===== config.mk =====
export PLATFORM = sky130hd
export DESIGN_NAME = serial_pattern_det
export DESIGN_NICKNAME = d
export VERILOG_FILES = /design/src/rtl/pd_pkg.sv /design/src/rtl/pd_next_state.sv /design/src/rtl/pd_state_reg.sv /design/src/rtl/pd_out_decode.sv /design/src/rtl/serial_pattern_det.sv
export SDC_FILE = /design/constraint.sdc
export NUM_CORES = 1
export LEC_CHECK = 0
export CORE_AREA = 2 2 39 41
export DETAILED_ROUTE_END_ITERATION = 12
export DIE_AREA = 0 0 41 43
export GPL_TIMING_DRIVEN = 1
export PLACE_DENSITY = 0.39
export SLEW_MARGIN = 20
export SYNTH_ARGS = -nofsm -noshare
export SYNTH_HDL_FRONTEND = slang
export SYNTH_HIERARCHICAL = 1
export SYNTH_SLANG_ARGS = --single-unit

===== constraint.sdc =====
create_clock -name clk_i -period 1.9 [get_ports clk_i]
set_input_delay 0.285 -clock clk_i [delete_from_list [all_inputs] [get_ports clk_i]]
set_output_delay 0.285 -clock clk_i [all_outputs]
set_load 0.02 [all_outputs]

===== src/rtl/pd_pkg.sv =====
package pd_pkg;
  localparam int unsigned STATE_W = 3;

  // Number of leading pattern bits matched so far.
  typedef enum logic [STATE_W-1:0] {
    ST_NONE  = 3'd0,
    ST_ONE   = 3'd1,  // "0"
    ST_TWO   = 3'd2,  // "01"
    ST_THREE = 3'd3,  // "011"
    ST_FULL  = 3'd4   // "0110"
  } pd_state_e;
endpackage


===== src/rtl/pd_next_state.sv =====
module pd_next_state
  import pd_pkg::*;
(
  input  pd_state_e state_i,
  input  logic      bit_i,
  output pd_state_e next_o
);
  always_comb begin
    unique case (state_i)
      ST_NONE:  next_o = bit_i ? ST_NONE  : ST_ONE;
      ST_ONE:   next_o = bit_i ? ST_TWO   : ST_ONE;
      ST_TWO:   next_o = bit_i ? ST_THREE : ST_ONE;
      ST_THREE: next_o = bit_i ? ST_NONE  : ST_FULL;
      ST_FULL:  next_o = bit_i ? ST_TWO   : ST_ONE;  // keep overlapping prefix
      default:  next_o = ST_NONE;                    // unused codes recover
    endcase
  end
endmodule


===== src/rtl/pd_state_reg.sv =====
module pd_state_reg
  import pd_pkg::*;
(
  input  logic      clk_i,
  input  logic      clr_ni,
  input  pd_state_e next_i,
  output pd_state_e state_o
);
  always_ff @(posedge clk_i or negedge clr_ni) begin
    if (!clr_ni) state_o <= ST_NONE;
    else         state_o <= next_i;
  end
endmodule


===== src/rtl/pd_out_decode.sv =====
module pd_out_decode
  import pd_pkg::*;
(
  input  pd_state_e state_i,
  input  logic      clr_ni,
  output logic      match_o
);
  // Gate with the clear so the output drops at once.
  assign match_o = clr_ni && (state_i == ST_FULL);
endmodule


===== src/rtl/serial_pattern_det.sv =====
module serial_pattern_det
  import pd_pkg::*;
(
  input  logic clk_i,
  input  logic rst_ni,
  input  logic clear_i,
  input  logic bit_i,
  output logic match_o
);
  logic      clr_n;
  pd_state_e state_q, state_d;

  assign clr_n = rst_ni & ~clear_i;

  pd_next_state i_next (
    .state_i (state_q),
    .bit_i   (bit_i),
    .next_o  (state_d)
  );

  pd_state_reg i_reg (
    .clk_i   (clk_i),
    .clr_ni  (clr_n),
    .next_i  (state_d),
    .state_o (state_q)
  );

  pd_out_decode i_dec (
    .state_i (state_q),
    .clr_ni  (clr_n),
    .match_o (match_o)
  );

  p_match_bits_r1: assert property (@(posedge clk_i) disable iff (!clr_n)
    match_o |-> ($past(bit_i, 1) == 1'b0) && ($past(bit_i, 2) == 1'b1) &&
                ($past(bit_i, 3) == 1'b1) && ($past(bit_i, 4) == 1'b0));

  p_single_pulse_r2: assert property (@(posedge clk_i) disable iff (!clr_n)
    match_o |=> !match_o);

  p_overlap_zero_r3: assert property (@(posedge clk_i) disable iff (!clr_n)
    (state_q == ST_FULL && !bit_i) |=> (state_q == ST_ONE));

  p_overlap_one_r3: assert property (@(posedge clk_i) disable iff (!clr_n)
    (state_q == ST_FULL && bit_i) |=> (state_q == ST_TWO));

  p_clear_low_r5: assert property (@(posedge clk_i) disable iff (!rst_ni)
    clear_i |-> !match_o);

  p_reset_low_r6: assert property (@(negedge clk_i)
    !rst_ni |-> !match_o);

  p_ones_idle_r7: assert property (@(posedge clk_i) disable iff (!clr_n)
    (state_q == ST_NONE && bit_i) |=> (state_q == ST_NONE));

  p_legal_state_r4: assert property (@(posedge clk_i) disable iff (!clr_n)
    state_q inside {ST_NONE, ST_ONE, ST_TWO, ST_THREE, ST_FULL});
endmodule


* Word-level counts from Yosys, hierarchy flattened
Index checks and enable logic that the tools add are counted.
** Storage, ports and cells
- Register bits :: 3
- Bits in latches :: 0
- RAM bits :: 0
- Memory bits (read-only) :: 0
- Output and inout bits :: 1
- Memories kept :: 0
** Operators by class
- Add/subtract/negate cells :: 0
- $mul :: 0
- Divide/modulo/power cells :: 0
- Magnitude comparators :: 0
- Eq/ne operators :: 4
- Shifts and indexed selects :: 0
- Mux-type cells :: 5
- Bitwise gates (word level) :: 2
- Reductions and logical operators :: 3
** Operators with widths (count)
- 3-bit case mux with 4 select lines :: 1
- 3-bit by 2-bit == test with 1-bit output (second input constant) :: 2
- 2-bit 2-to-1 mux :: 2
- 3-bit by 1-bit == test with 1-bit output (second input constant) :: 1
- 3-bit == test (second input constant) :: 1
- 3-bit zero test :: 1
- 3-bit 2-to-1 mux :: 1
- 2-bit OR reduction :: 1
- 1-bit AND :: 1
- 1-bit logical AND :: 1
- 1-bit 2-to-1 mux :: 1
- 1-bit NOT :: 1

* Logic depth before layout (Yosys ltp)
Gate-level depths: netlist of run 1.
- Depth in word-level cells :: 3
- Depth in mapped cells :: 2

* Cells and area by module
Netlist of run 1, hierarchy kept.
** By module, submodules not included
- pd_state_reg :: times used 1, cells each 3, area an instance 75.1 sq um, sequential area each 75.1 sq um
- pd_next_state :: times used 1, cells each 7, area an instance 51.3 sq um, sequential area each 0.0 sq um
- serial_pattern_det :: times used 1, cells each 1, area an instance 13.8 sq um, sequential area each 0.0 sq um
- pd_out_decode :: times used 1, cells each 1, area an instance 12.5 sq um, sequential area each 0.0 sq um

* Least setup slack after synthesis of run 1
No wires, ideal clock.
- Path type :: flip-flop to output port
- Start point :: register i_reg.state_o[0]
- End point :: output port match_o
- Arrival time :: 0.768 ns
- Required time :: 1.615 ns
- Path slack :: 0.847 ns
- Stages on the path, launching flop included :: 2
- Buffers on the path :: 0
- Cell sequence :: dfrtp_1 > and4bb_2
** On the way
- Word-level cells in the longest chain between the ends :: 2
** RTL lines
- start: declaration :: line pd_state_reg.sv:7 : output pd_state_e state_o
- start signal: assignment :: line pd_state_reg.sv:11 : else state_o <= next_i;
- 3-bit == test :: line pd_out_decode.sv:9 : assign match_o = clr_ni && (state_i == ST_FULL);
- 1-bit logical AND :: line pd_out_decode.sv:9
- end: declaration :: line serial_pattern_det.sv:8 : output logic match_o
Every way passes these cells.

* Worst setup path after layout of run 1
- Start point :: input port rst_ni
- End point :: output port match_o
** On the way
- Word-level cells in the longest chain between the ends :: 2
** RTL lines
- start: declaration :: line serial_pattern_det.sv:5 : input logic rst_ni,
- 1-bit AND :: line serial_pattern_det.sv:13 : assign clr_n = rst_ni & ~clear_i;
- via clr_n :: line serial_pattern_det.sv:10 : logic clr_n;
- 1-bit logical AND :: line pd_out_decode.sv:9
The timed path passes the listed nets, and every way through them passes these cells.

==> metrics, run 1 <==
run status=completed; clock tree buffer depth=2; Reg-to-Reg End=i_reg/state_o[1]; worst r2r src=i_reg/state_o[1]; Regs by FF count=i_reg/state_o: 3 flops; Yosys reg bits=3; routed wire length=301 um; TritonCTS buffer count=3; Worst path slowest cell=clkdlybuf4s50_1; Post-DP Area=220 um^2; actual slew at the worst max-slew pin=0.201 ns; area leader, netlist=dfrtp_1; CP delay by family, top=buffers and inverters; Worst-path clk slew=0.04 ns; die height=43 um; WP buf/inv=2; Root Driver=clkbuf_4; global-route wire length before repair=503 um; Max Cap Viol=0; Startpoint Class=primary input; Synth area leaders=dfrtp_1, nor2b_4, and4bb_2; static leakage=approximately 0.12 nW; Setup Skew=0.00374 ns; Final Critical Period=1.69 ns; # DRC=0; CP Cell Sequence=clkdlybuf4s50_1 > nor2b_4 > and4bb_2 > dlygate4sd2_1; Crit path required time=1.62 ns; RSZ-0062 raised after global routing=false; Detailed Routing Iterations Pass 1=3; # setup viols final=0; GRT Overall Usage=under 10%; largest net degree at the start of global routing=7; synthesized net count=16; Core Area=approximately 1400 um^2; post-synth top area share=49.2%; Period Utilization, post-route=89.0%; hold crit path type=in2async; Pins Over Slew Limit=0; pwr/cell area=about 1200 nW/um^2; vias in the first global route=132; CP endpoint kind=output pin; warnings from Yosys=6; fin nets=26; Hold Buf Count CTS=0; post-route antenna net violation count=0; fin cells=37; leading cell types in the layout, fill and taps excluded=clkbuf_4, dfrtp_1, clkdlybuf4s50_1, o21ai_0; via count=124; Crit Path Max Fanout=2; Ports=5; Cell Area, Synth=153 um^2; post-route cell area=~250 um^2; Worst slew margin=approximately 87%; # clock sinks=3; initial DRC count=2; r2r worst-path depth=2; Crit Path Category=in2out; unique cell type count in the Yosys netlist=9; die area=1760 um^2; Register-to-Register Setup Slack=0.99 ns; CP peak stage delay=0.45 ns; cells after synthesis=12; post-layout util=17.7%; GP Congestion=0.618; global route overflow=0; worst vdd ir=0.000253 V; WL/cell=8.14 um; Clk Latency, worst-skew pair=roughly 0.23 ns; register area share after synthesis=between 40% and 50%; CTS tree=built; Setup Buffers After CTS=0; vias per cell=around 3.4; f_max=slightly below 0.6 GHz; Fin. Hold Viols=0; diode count=0; PortBufs=4; max reg flops=3; mean area per synthesized cell=12.7 um^2; antenna violations before repair=0; initial core utilization=11.0%; Top reg by flops=i_reg/state_o; # H-tree levels=1; share of cells above drive strength 1=28.6%; Arr. time, crit path=between 1 and 1.5 ns; die width=41 um; placed cell count=33; Rows=14; Area Growth Syn to Fin=60.7%
==> layer usage <==
layer,share of wire [%],vias to the layer above,track usage (%)
li1,-,62,-
met1,44,58,4.85
met2,47,4,5.94
met3,9.6,0,3.14
met4,0,0,4.00
met5,0,-,0
==> Yosys cell counts, drive strengths merged <==
library cell / instances
o211a: 1
nor2b: 1
xor2: 1
nand2b: 1
dfrtp: 3
a211o: 1
nor3b: 1
o21ai: 2
and4bb: 1
==> report_power, final <==
| group | total (mW) | internal (mW) | switching (mW) |
|---|---|---|---|
| registers | 0.119 | 0.0881 | 0.0308 |
| clock network | 0.113 | 0.0788 | 0.0338 |
| logic | 0.0658 | 0.0434 | 0.0224 |
==> worst register-to-register path, cell delays in order (launching register included) <==
cell and delay (ns):
dfrtp_1 0.41, xor2_1 0.17, o211a_1 0.21
==> stage by stage <==
step                TNS [ns]  power, mW  hold slack [ns]  setup WS, ns
floorplan                  0      0.164           0.0754         0.847
global placement     -0.0673      0.186            0.577       -0.0673
detailed placement   -0.0631      0.187            0.577       -0.0631
CTS                        0      0.308            0.417         0.197
global route               0      0.327            0.432         0.141
finish                     0      0.297            0.424         0.209
==> worst max path at each step <==
stage                                start       to  slack, ns  cells past startpoint
after floorplan           i_reg/state_o[0]  match_o       0.85                      1
after global placement              rst_ni  match_o      -0.07                      4
after detailed placement            rst_ni  match_o      -0.06                      4
after CTS                           rst_ni  match_o       0.20                      4
after global routing                rst_ni  match_o       0.14                      4
final                               rst_ni  match_o       0.21                      4
==> cells by family after synthesis <==
group,share of synthesized area (%)
simple gates,26.2
flops,49.2
xor+xnor,5.74
compound gates,18.9
==> cell type report <==
| cell class | count | area, um^2 |
|---|---|---|
| timing repair buffer | 5 | 46.3 |
| multi-input combinational | 9 | 77.6 |
| tap | 16 | 20.0 |
| clock buffer | 4 | 26.3 |
| fill | 161 | 1140 |
| sequential | 3 | 75.1 |
==> what timing repair did <==
item                       4_1_cts  5_1_grt
hold endpoints to repair         0        0
setup endpoints to repair        1        0
gates resized for setup          1        0
(Power assumes the default switching activity.)
==> inputs of run 2 (changes only) <==
--- a/config.mk
+++ b/config.mk
@@ -6,6 +6,7 @@
 export NUM_CORES = 1
 export LEC_CHECK = 0
 export CORE_AREA = 2 2 39 41
+export CTS_BUF_LIST = sky130_fd_sc_hd__clkbuf_8
 export DETAILED_ROUTE_END_ITERATION = 12
 export DIE_AREA = 0 0 41 43
 export GPL_TIMING_DRIVEN = 1
==> run 2 against run 1 <==
Register-to-register slack is essentially flat. Sequential cell count is the same. Utilization grew 1.4 points. Total power grew 23%. Cell count is the same. Count of clock-buffer cells in the layout shrank 1. Critical endpoint unchanged. Critical path type unchanged. Clock power grew 58%. Highest routed layer unchanged. Wire length grew 1.3%. Largest power group is now the clock network. Sequential share of layout area shrank 2.2 points. Die area is the same. Via count shrank 1.6%. Sequential power is essentially flat.
==> metrics, run 2 (synthesis gave the netlist of run 1 again) <==
worst vdd ir=0.000317 V; Reg-to-Reg End=i_reg/state_o[1]; global route overflow=0; Register-to-Register Setup Slack=0.99 ns; Crit Path Max Fanout=2; placed cell count=33; fin cells=37; global-route wire length before repair=503 um; Fin. Hold Viols=0; static leakage=0.129 nW; # setup viols final=0; Max Cap Viol=0; Core Area=1380 um^2; Detailed Routing Iterations Pass 1=1; clock tree buffer depth=2; Ports=5; CTS tree=built; Area Growth Syn to Fin=73.0%; max reg flops=3; actual slew at the worst max-slew pin=between 0.2 and 0.25 ns; Startpoint Class=primary input; GP Congestion=0.618; Worst slew margin=86.6%; Crit path required time=1.62 ns; # clock sinks=3; f_max=0.592 GHz; post-layout util=a little under a fifth; Post-DP Area=220 um^2; vias in the first global route=130; leading cell types in the layout, fill and taps excluded=clkbuf_8, dfrtp_1, clkdlybuf4s50_1, o21ai_0; Multi-input gate area=77.6 um^2; Pins Over Slew Limit=0; via count=122; die area=1760 um^2; post-route cell area=~260 um^2; # DRC=0; worst r2r src=i_reg/state_o[1]; hold crit path type=in2async; storage element area=about 75 um^2; pwr/cell area=1390 nW/um^2; WL/cell=8.24 um; run status=completed; GRT Overall Usage=between 4 and 5%; fin nets=26; share of cells above drive strength 1=28.6%; die width=41 um; Period Utilization, post-route=89.0%; Setup Skew=a little over 0.0009 ns; RSZ-0062 raised after global routing=false; Crit Path Category=in2out; largest net degree at the start of global routing=7; initial DRC count=0; Rows=14; TritonCTS buffer count=3; setup TNS=0 ns; Arr. time, crit path=between 1 and 1.5 ns; die height=43 um; Setup Buffers After CTS=0; FILL cells=roughly 160; Final Critical Period=roughly 1.7 ns; vias per cell=3.30; # H-tree levels=1; diode count=0; Top reg by flops=i_reg/state_o; initial core utilization=11.0%; routed wire length=305 um; Root Driver=clkbuf_8; antenna violations before repair=0; Regs by FF count=i_reg/state_o: 3 flops; Final Power=0.366 mW; CP endpoint kind=output pin; PortBufs=4; Worst-path clk slew=roughly 0.03 ns; Clk Latency, worst-skew pair=roughly 0.21 ns; post-route antenna net violation count=0; r2r worst-path depth=2
[run 2: cell types whose count changed in the layout (fill, tap and decap cells not counted), sizes merged]
cell    change
clkbuf      -1
inv         +1
[run 2: cell type report]
class / instances / share of cell area, %
repair buffers: 5 / 17.5
clock inverters: 1 / 1.42
well taps: 16 / 7.58
clock buffers: 3 / 15.6
multi-input cells: 9 / 29.4
flip-flops and latches: 3 / 28.4
[run 2: through the flow]
step                      hold WS (ns)  worst slack (ns)
after floorplan                 0.0754             0.847
after global placement           0.577           -0.0673
after detailed placement         0.577           -0.0631
after CTS                        0.444             0.197
after global routing             0.461             0.141
final                            0.445             0.210
[run 2: worst max-delay path, cell delays in order]
cell and delay (ns):
clkdlybuf4s50_1 0.45, nor2b_4 0.13, and4bb_2 0.21, dlygate4sd2_1 0.32
[run 2: metal layers]
metal / part of all wire [%] / track usage, % / vias to the layer above / routed length (um)
li1: - / - / 62 / -
met1: 45 / 4.85 / 56 / 137
met2: 45 / 5.94 / 4 / 138
met3: 9.5 / 3.14 / 0 / 29
met4: 0 / 4.00 / 0 / 0
met5: 0 / 0 / - / 0
[run 2: power by group]
group / leakage, nW / internal, mW / total, mW / switching (mW)
Sequential: 0.0392 / 0.0882 / 0.120 / 0.0316
Combinational: 0.0629 / 0.0434 / 0.0665 / 0.0231
Clock: 0.0269 / 0.138 / 0.179 / 0.0419
Total: 0.129 / 0.269 / 0.366 / 0.0966
[run 2: how the worst max path moves through the flow]
stage	from	to	depth (start not counted)
after floorplan	i_reg/state_o[0]	match_o	1
after global placement	rst_ni	match_o	4
after detailed placement	rst_ni	match_o	4
after CTS	rst_ni	match_o	4
after global routing	rst_ni	match_o	4
final	rst_ni	match_o	4
[run 2: repair_timing]
action                     CTS  global route
setup endpoints to repair    1             0
gates resized for setup      1             0
hold buffers                 0             0
hold endpoints to repair     0             0
==> inputs of run 3 (changes only) <==
--- a/config.mk
+++ b/config.mk
@@ -10,9 +10,7 @@
 export DETAILED_ROUTE_END_ITERATION = 12
 export DIE_AREA = 0 0 41 43
 export GPL_TIMING_DRIVEN = 1
-export PLACE_DENSITY = 0.39
 export SLEW_MARGIN = 20
 export SYNTH_ARGS = -nofsm -noshare
 export SYNTH_HDL_FRONTEND = slang
-export SYNTH_HIERARCHICAL = 1
 export SYNTH_SLANG_ARGS = --single-unit
==> run 3 against run 2 <==
Fmax rose by 1.6%. Utilization is 0.18 points lower. Area after synthesis down 1.6%. Die area unchanged. Global-route usage rose by 0.60 points. Non-clock buffer count did not move. Highest routed layer unchanged.
==> metrics, run 3 <==
GRT Overall Usage=5.23%; CP endpoint kind=output pin; leading cell types in the layout, fill and taps excluded=clkbuf_8, dfrtp_1, clkdlybuf4s50_1; TritonCTS buffer count=3; initial DRC count=2; Reg-to-Reg End=i_reg.state_o[0]; Ports=5; Core Area=between 1000 and 1500 um^2; fin cells=39; worst vdd ir=0.000200 V; # DRC=0; setup TNS=0 ns; routed wire length=between 300 and 400 um; f_max=0.601 GHz; largest net degree at the start of global routing=7; Startpoint Class=primary input; Regs by FF count=i_reg.state_o: 3 flops; r2r worst-path depth=2; Setup Buffers After CTS=0; antenna violations before repair=0; Final Power=0.374 mW; global-route wire length before repair=roughly 560 um; placed cell count=35; Post-synth ARST share=100%; pwr/cell area=1430 nW/um^2; # H-tree levels=1; RSZ-0062 raised after global routing=false; Area Growth Syn to Fin=74.2%; CTS tree=built; CP peak stage delay=0.44 ns; Period Utilization, post-route=87.6%; run status=completed; post-route antenna net violation count=0; vias per cell=3.41; Setup Skew=around 0.00087 ns; Critical path origin=rst_ni; # setup viols final=0; Clk Latency, worst-skew pair=0.21 ns; Fin. Hold Viols=0; clock tree buffer depth=2; Crit Path Max Fanout=2; Yosys reg bits=3; diode count=0; Final Critical Period=around 1.7 ns; post-layout util=18.9%; Arr. time, crit path=roughly 1.4 ns; global route overflow=0; share of cells above drive strength 1=26.1%; Worst slew margin=86.4%; die area=1760 um^2; top-count cell post-synth=dfrtp_1; GP Congestion=0.575; Worst-path clk slew=0.03 ns; Crit Path Category=in2out; post-CTS sizing=1; Top reg by flops=i_reg.state_o; Max Cap Viol=0; register area share after synthesis=50.0%; die height=43 um; cells after synthesis=14; Worst path slowest cell=clkdlybuf4s50_1; # clock sinks=3; Detailed Routing Iterations Pass 1=4; area leader, netlist=dfrtp_1; Register-to-Register Setup Slack=around 0.94 ns; post-synth top area share=50.0%; fin nets=28; worst r2r src=i_reg.state_o[1]; WL/cell=a little over 8 um; Synth area leaders=dfrtp_1, mux2_2, o211a_1; unique cell type count in the Yosys netlist=12; PortBufs=4; Hold Buf Count CTS=0; static leakage=0.131 nW; Rows=14; CP Cell Sequence=clkdlybuf4s50_1 > nor2b_1 > and3_1 > dlygate4sd2_1; Root Driver=clkbuf_8; number of synthesized flops with an enable pin=0; synthesized net count=18; Pins Over Slew Limit=0; main flop type after synthesis=dfrtp_1; actual slew at the worst max-slew pin=0.204 ns; hold crit path type=in2async; mean area per synthesized cell=10.7 um^2; Post-DP HPWL=between 200 and 250 um; die width=41 um; via count=around 130; Critical Path End=match_o; vias in the first global route=152; initial core utilization=10.8%; warnings from Yosys=0; Cell Area, Synth=150 um^2; max reg flops=3; Crit path required time=between 1.5 and 2 ns
run 3: worst min path at each step:
stage,start,endpoint,slack (ns),depth (start not counted)
after floorplan,clear_i,i_reg.state_o[0],0.13,1
after global routing,clear_i,i_reg.state_o[1],0.50,3
after global placement,i_reg.state_o[0],i_reg.state_o[0],0.53,1
after detailed placement,i_reg.state_o[0],i_reg.state_o[0],0.53,1
final,clear_i,i_reg.state_o[1],0.45,3
after CTS,clear_i,i_reg.state_o[1],0.46,3
run 3: cell type report:
class / count / area (um^2)
Tap cell: 16 / 20.0
Multi-Input combinational cell: 11 / 75.1
Timing Repair Buffer: 5 / 46.3
Fill cell: 147 / 1120
Clock inverter: 1 / 3.75
Sequential cell: 3 / 75.1
Clock buffer: 3 / 41.3
run 3: routing by layer:
metal / share of wire, % / GRT usage, %
met5: 0 / 0
met4: 0 / 8.00
met3: 9.2 / 1.57
met2: 53 / 7.50
met1: 38 / 4.19
run 3: power breakdown:
| group | switching (mW) | leakage [nW] | internal (mW) | total [mW] |
|---|---|---|---|---|
| logic | 0.0261 | 0.0655 | 0.0457 | 0.0718 |
| clock network | 0.0385 | 0.0269 | 0.137 | 0.176 |
| registers | 0.0372 | 0.0388 | 0.0893 | 0.126 |
run 3: cells by family (layout without fill, tap and decap cells):
family                    count (synthesis)  in the layout  synth area share (%)
and+or+nand+nor                           6              6                  20.8
DFF                                       3              3                  50.0
buffers and inverters                     0              9                     0
muxes                                     1              1                  7.50
AOI/OAI and AO/OA                         3              3                  15.8
xor gates and xnor gates                  1              1                  5.83
run 3: worst max-delay path: cells and delay by family:
kind	cells	cell delay, ns
buffers and inverters	2	0.76
and+or+nand+nor	2	0.32
run 3: stage by stage:
stage	cell area (um^2)	worst slack, ns	hold WS, ns
floorplan	150	0.784	0.128
global placement	218	-0.0288	0.528
detailed placement	218	-0.0479	0.525
CTS	262	0.219	0.459
global route	262	0.141	0.498
finish	262	0.236	0.452
